$ cat config.mk
export PLATFORM = sky130hd
export DESIGN_NAME = cal_flicker_detector
export DESIGN_NICKNAME = d
export VERILOG_FILES = /design/src/rtl/cal_flicker_detector.sv
export SDC_FILE = /design/constraint.sdc
export NUM_CORES = 1
export LEC_CHECK = 0
export BUFFER_PORTS_ARGS = -buffer_cell sky130_fd_sc_hd__buf_2
export CELL_PAD_IN_SITES_DETAIL_PLACEMENT = 0
export CELL_PAD_IN_SITES_GLOBAL_PLACEMENT = 1
export CORE_ASPECT_RATIO = 0.75
export CORE_UTILIZATION = 25
export CTS_BUF_LIST = sky130_fd_sc_hd__clkbuf_2
export CTS_CLUSTER_SIZE = 8
export DETAILED_ROUTE_END_ITERATION = 10
export PLACE_DENSITY_LB_ADDON = 0.2
export SETUP_SLACK_MARGIN = 0.3
export SYNTH_ARGS = -nofsm -noshare
export SYNTH_HDL_FRONTEND = slang
export SYNTH_SLANG_ARGS = --single-unit
$ cat constraint.sdc
create_clock -name clk -period 5.05 [get_ports clk]
set_input_delay 0.505 -clock clk [delete_from_list [all_inputs] [get_ports clk]]
set_output_delay 0.505 -clock clk [all_outputs]
set_load 0.02 [all_outputs]
$ cat src/rtl/cal_flicker_detector.sv
module cal_flicker_detector #(
  parameter int W      = 14,
  parameter int WIN    = 1024,
  parameter int LO_PCT = 40,
  parameter int HI_PCT = 60
) (
  input  logic         clk,
  input  logic         rst,
  input  logic         warm_done,
  input  logic         sample_vld,
  input  logic [W-1:0] sample,
  input  logic         step_go,
  input  logic         step_gain,
  output logic         dir_low,
  output logic         dir_high,
  output logic         locked,
  output logic         step_done,
  output logic         cal_done
);
  localparam int CW     = $clog2(WIN + 1);
  localparam int LO_MIN = (LO_PCT * WIN + 99) / 100;
  localparam int HI_MAX = (HI_PCT * WIN) / 100;
  localparam logic [W-1:0] OFS_LO  = {1'b1, {(W-1){1'b0}}};
  localparam logic [W-1:0] GAIN_LO = {{(W-1){1'b1}}, 1'b0};

  logic busy, gain_sel, off_ok;
  logic [CW-1:0] n_seen, n_lo, n_hi, n_below, n_above;

  wire [W-1:0] code_lo = gain_sel ? GAIN_LO : OFS_LO;
  wire [W-1:0] code_hi = code_lo + 1'b1;

  wire take   = busy & sample_vld;
  wire last   = take && (n_seen == CW'(WIN - 1));
  wire accept = step_go && !busy && warm_done && (!step_gain || off_ok);

  wire [CW-1:0] lo_nx    = n_lo    + CW'(sample == code_lo);
  wire [CW-1:0] hi_nx    = n_hi    + CW'(sample == code_hi);
  wire [CW-1:0] below_nx = n_below + CW'(sample <  code_lo);
  wire [CW-1:0] above_nx = n_above + CW'(sample >  code_hi);

  wire lo_in  = (lo_nx >= CW'(LO_MIN)) && (lo_nx <= CW'(HI_MAX));
  wire hi_in  = (hi_nx >= CW'(LO_MIN)) && (hi_nx <= CW'(HI_MAX));
  wire win_lock = lo_in && hi_in;

  wire [CW:0] lower_side = {1'b0, below_nx} + {1'b0, lo_nx};
  wire [CW:0] upper_side = {1'b0, above_nx} + {1'b0, hi_nx};
  wire low_v  = lower_side > (CW+1)'(WIN / 2);
  wire high_v = upper_side > (CW+1)'(WIN / 2);

  always_ff @(posedge clk) begin
    if (rst) begin
      busy <= 1'b0; gain_sel <= 1'b0; off_ok <= 1'b0;
      n_seen <= '0; n_lo <= '0; n_hi <= '0; n_below <= '0; n_above <= '0;
      dir_low <= 1'b0; dir_high <= 1'b0; locked <= 1'b0;
      step_done <= 1'b0; cal_done <= 1'b0;
    end else if (accept) begin
      busy <= 1'b1; gain_sel <= step_gain;
      n_seen <= '0; n_lo <= '0; n_hi <= '0; n_below <= '0; n_above <= '0;
      dir_low <= 1'b0; dir_high <= 1'b0; locked <= 1'b0; step_done <= 1'b0;
    end else if (last) begin
      n_seen <= '0; n_lo <= '0; n_hi <= '0; n_below <= '0; n_above <= '0;
      locked   <= win_lock;
      dir_low  <= !win_lock && low_v;
      dir_high <= !win_lock && !low_v && high_v;
      if (win_lock) begin
        busy <= 1'b0;
        step_done <= 1'b1;
        if (gain_sel) cal_done <= 1'b1;
        else          off_ok   <= 1'b1;
      end
    end else if (take) begin
      n_seen <= n_seen + 1'b1;
      n_lo <= lo_nx; n_hi <= hi_nx; n_below <= below_nx; n_above <= above_nx;
    end
  end
endmodule

# After elaboration in Yosys (flattened, before gate mapping)
# Index checks and enable logic that the tools add are counted.
# op_classes
addsub	8
mul	0
div_mod_pow	0
magnitude_cmp	8
n_eq_ne	3
shifts	0
n_mux	4
bitwise	3
n_reduce_logical	23
# ops
operator	n
adder 11 x 1 -> 11 bit	4
equality test 14 bit	2
adder 11 x 11 -> 12 bit	2
> comparator 12 x 10 -> 1 bit (second input constant)	2
greater-or-equal comparator 11 x 9 -> 1 bit (second input constant)	2
<= comparator 11 x 10 -> 1 bit (second input constant)	2
adder 14 x 1 -> 14 bit (second input constant)	1
> comparator 14 bit	1
less-than comparator 14 bit	1
two-way mux 13 bit	1
adder 11 x 1 -> 11 bit (second input constant)	1
equality test 11 x 10 -> 1 bit (second input constant)	1
logical AND 1 bit	10
AND reduction 4 bit	2
zero test 1 bit	4
AND reduction 2 bit	2
nonzero test 2 bit	2
two-way mux 1 bit	3
OR reduction 3 bit	1
NOT 1 bit	2
OR reduction 2 bit	1
AND 1 bit	1
logical OR 1 bit	1
# totals
ff_bits	63
latch_bits	0
mem_bits_rw	0
rom_bits	0
in_bits	20
elab_cells	62
n_memories	0

# Longest topological paths before layout
# logic_depth
word_depth	10
mapped_depth	26

# Worst setup path before layout
# Ideal clock, no wire load.
# synth_path
path_type	flip-flop to flip-flop
start	register gain_sel
end	register dir_low
setup_ns	0.116
arrival_ns	4.637
slack_ns	0.296
path_stages_with_launch	24
n_path_buf	0
period_less_slack_ns	4.754
cell_sequence	dfxtp_1 inv_1 ha_1 a21o_1 a21oi_1 nor2b_1 o21ai_0 nand2b_1 a21oi_1 nor2b_1 o21ai_0 a21boi_0 ha_1 ha_1 fa_1 a21o_1 a21oi_1 nand2b_1 a31oi_1 o311a_1 o311a_1 nor4_1 a21oi_1 a31o_2
# synth_via
elab_cells_between_ends	19
classes_between	add/sub (5); order compare (6); eq/ne (2); mux (1); reduce/logical (5)
# synth_lines
item	line_no	text
from (decl)	26	logic busy, gain_sel, off_ok;
from (signal assigned)	52	busy <= 1'b0; gain_sel <= 1'b0; off_ok <= 1'b0;
from (signal assigned)	57	busy <= 1'b1; gain_sel <= step_gain;
two-way mux 13 bit	29	wire [W-1:0] code_lo = gain_sel ? GAIN_LO : OFS_LO;
less-than comparator 14 bit	38	wire [CW-1:0] below_nx = n_below + CW'(sample < code_lo);
adder 11 x 1 -> 11 bit	38	
named net below_nx[1]	38	
adder 11 x 11 -> 12 bit	45	wire [CW:0] lower_side = {1'b0, below_nx} + {1'b0, lo_nx};
> comparator 12 x 10 -> 1 bit	47	wire low_v = lower_side > (CW+1)'(WIN / 2);
logical AND 1 bit	63	dir_low <= !win_lock && low_v;
to (signal assigned)	63	
to (decl)	14	output logic dir_low,
# The timed path passes the listed nets, and every way through them passes these cells.
# A chain may end at the register's enable or synchronous reset.

# Worst setup path after layout
# layout_path
start	register gain_sel
end	register dir_high
# layout_via
elab_cells_between_ends	25
classes_between	add/sub (7); order compare (8); eq/ne (2); mux (1); reduce/logical (7)
# layout_lines
item	line_no	text
two-way mux 13 bit	29	
adder 14 x 1 -> 14 bit	30	wire [W-1:0] code_hi = code_lo + 1'b1;
> comparator 14 bit	39	wire [CW-1:0] above_nx = n_above + CW'(sample > code_hi);
adder 11 x 1 -> 11 bit	39	
named net above_nx[1]	39	
adder 11 x 11 -> 12 bit	46	wire [CW:0] upper_side = {1'b0, above_nx} + {1'b0, hi_nx};
> comparator 12 x 10 -> 1 bit	48	wire high_v = upper_side > (CW+1)'(WIN / 2);
logical AND 1 bit	64	dir_high <= !win_lock && !low_v && high_v;
to (signal assigned)	64	
to (decl)	15	output logic dir_high,
# The timed path passes the listed nets, and every way through them passes these cells.

==> summary.txt <==
Route
  – Residual DRC: 0
  – Post-DR wirelength/cell: around 15 um
  – Drt first pass iters: 4
  – Vias per cell: ~4.8
  – Final antenna-violating net count: 0
  – Via count: about 4500
  – DR iter-0 viols: 187
  – Final wirelength: around 14000 um

Floorplan
  – IO Pins: 25
  – Die X: ~160 um
  – Row count: 43
  – Initial Utilization: 26.0%
  – Die Height: between 100 and 150 um
  – Die ar.: about 0.020 mm^2
  – Core area: ~0.019 mm^2

GRT
  – Initial antenna violation count: 0
  – Gr usage total: between 10 and 15%
  – Vias in the first global route: roughly 4200
  – Congestion Overflow GR: 0
  – Largest net degree at the start of global routing: 30
  – First-pass GRT wire length: between 20000 and 25000 um

Critical path
  – Setup crit start kind: flip-flop
  – Max FO, Critical Path: 8
  – Req. time, crit path: approximately 5.5 ns
  – Element type at the critical path end: flip-flop
  – Critical path class: reg -> reg
  – Worst Path Arrival: 5.04 ns

Logic synthesis
  – Post-synthesis simple-gate area fraction: between 20% and 30%
  – Syn Inst Count: 620
  – Synth area leader: dfxtp_1
  – Synth Area in Compound Gates: between 10% and 20%
  – Avg Synthesized Cell Area: 7.87 um^2
  – Area contributors post-synth: dfxtp_1, ha_1, xor2_1
  – Yosys cell types: 65
  – Yosys reg bits: 63
  – Largest family of logic cells by synthesized area: simple AND/OR/NAND/NOR gates
  – Cell area after synthesis: between 0.004 and 0.005 mm^2
  – Fraction of the mapped netlist area in adder cells: ~13%
  – Post-synthesis mux area share: less than 1%
  – Post-synth EDFFs: 0
  – Share of the synthesized area in the top cell type: roughly a quarter
  – Ys async rst share: 0%
  – Top_reg_cell synth: dfxtp_1
  – XOR/XNOR share of the synthesized area: about 18%
  – Most instantiated cells after synthesis: nor2_1, nand2_1, dfxtp_1, xor2_1, xnor2_1
  – Sequential fraction of the synthesis area: approximately 26%
  – Ys Warns: 0
  – Post-Syn Nets: between 600 and 700
  – Most frequent cell after synthesis: nor2_1

Cells and area
  – Reg area: roughly 0.0013 mm^2
  – Fill cells: between 1500 and 2000
  – Ant. Diodes: 0
  – Share of layout cells above drive strength 1: about 23%
  – Nets: approximately 750
  – Area grow syn2layout: 23.9%
  – Multi-input gate area in the final layout: between 0.003 and 0.004 mm^2

STA
  – Clk_skew: 0.0189 ns
  – Final Cycle Share: between 90% and 100%
  – Hold Vio Cnt, Final: 0
  – Slew of the pin with the lowest slew margin: between 1 and 1.5 ns
  – Worst slew margin: about 32%
  – Post-route minimum period: between 4 and 5 ns
  – Max Transition Viols Final: 0
  – Setup violations, final: 0
  – Fmax: 0.217 GHz
  – RSZ-0062 raised after global routing: yes
  – Setup TNS: 0 ns

Clock network
  – H-tree depth: 3
  – CTS tree: built
  – Clock Sinks: 63
  – CTS max path bufs: 2
  – Number of CTS-inserted buffers: 9
  – Clk_lat worst skew: ~0.55 ns
  – Hold buffer count at CTS: 0
  – Clk root buf: clkbuf_2
  – Clock transition at path regs: 0.19 ns

Hold path
  – Hold Path Class: in -> reg

Power
  – Total power: roughly 880 uW
  – VDD IR max: between 0.1 and 0.15 mV
  – Lkg Pwr: 2.42 nW
  – Power per standard cell area: between 100 and 150 mW/mm^2

Placed design
  – Port Buffer Count: 24
  – Placer Congestion: about 0.86
  – HPWL Detailed: around 9900 um

Outcome
  – Status: finished, final reports clean

Job
  – Max-cap violation count: 0
[registers in the layout (all words and copies together), names as in the netlist]
signal	count
n_seen	11
dir_low	1
locked	1
busy	1
gain_sel	1
off_ok	1
step_done	1
n_below	11
dir_high	1
n_above	11
n_hi	11
n_lo	11
cal_done	1
[cells in the final DEF (no fill, tap or decap), types with 5 or more instances in the layout]
cell type,instances
dfxtp_1,62
a31oi_1,5
nand3_2,5
xnor2_1,42
o21ai_0,11
nor3_1,15
xor2_1,46
nand2_1,64
a21oi_1,28
nand3_1,22
ha_4,7
buf_6,5
nor2_1,80
xnor2_2,5
ha_2,6
buf_4,45
and3_1,12
buf_2,24
a21o_1,7
inv_1,20
ha_1,30
clkbuf_2,10
nand4_1,16
[stage by stage]
step	hold slack (ns)	setup WS [ns]	cell area [um^2]	util, %	instances
floorplan	0.441	0.366	4880	-	620
global placement	0.446	-0.0968	5540	29.5	911
detailed placement	0.456	-0.224	5540	29.5	911
CTS	0.116	0.290	5750	30.6	928
global route	0.110	0.158	6050	32.2	933
finish	0.169	0.438	6050	32.2	933
[critical path: stages (launching register included)]
cell and delay (ns):
dfxtp_2 0.39, inv_4 0.05, buf_6 0.13, buf_6 0.14, ha_1 0.31, and4_4 0.20, a221o_1 0.35, nand2_1 0.07
a21oi_1 0.10, ha_1 0.24, ha_2 0.36, fa_1 0.16, inv_1 0.06, maj3_2 0.33, maj3_2 0.31, o21ai_0 0.23
nand4_1 0.12, a21boi_1 0.25, xor2_1 0.11, a2111oi_1 0.41, a311oi_1 0.15
[kinds of logic (layout without fill, tap and decap cells)]
group / after synthesis / count (layout)
xor+xnor: 97 / 97
simple gates: 262 / 262
buf+inv: 47 / 113
mux: 3 / 3
fa+ha+maj: 48 / 48
flops: 63 / 63
compound gates: 100 / 100
[timing repair]
action                                  in CTS  in global routing
resized for setup                           26                 49
endpoints found under the setup margin       2                  2
buffers inserted                             2                  5
pin swaps                                   14                 25
endpoints found under the hold margin        0                  0
[final timing paths]
check                              start  endpoint  slack, ns  depth (start not counted)
worst max-delay path            gain_sel  dir_high       0.44                         20
worst min-delay path                 rst  gain_sel       0.17                          2
worst max register to register  gain_sel  dir_high       0.44                         20
worst min register to register   n_lo[0]   n_lo[0]       0.47                          2
[per-layer routing]
layer / vias up / share of wire [%] / GRT usage, %
li1: 2284 / - / -
met1: 2068 / 55 / 20.5
met2: 90 / 40 / 20.1
met3: 9 / 4.7 / 3.22
met4: 0 / 0.91 / 3.86
met5: - / 0 / 0
[report_power, final]
part	leakage (nW)	total, mW	switching, mW	internal, mW
Sequential	0.508	0.501	0.00184	0.499
Clock	0.0629	0.308	0.199	0.110
Combinational	1.85	0.0684	0.0397	0.0287
[layout make-up]
cell class | count | share of cell area (%)
Tap cell | 247 | 5.11
Inverter | 24 | 1.53
Clock buffer | 10 | 0.827
Clock inverter | 5 | 0.827
Multi-Input combinational cell | 510 | 62.3
Sequential cell | 63 | 20.9
Timing Repair Buffer | 74 | 8.50
(Power assumes the default switching activity.)
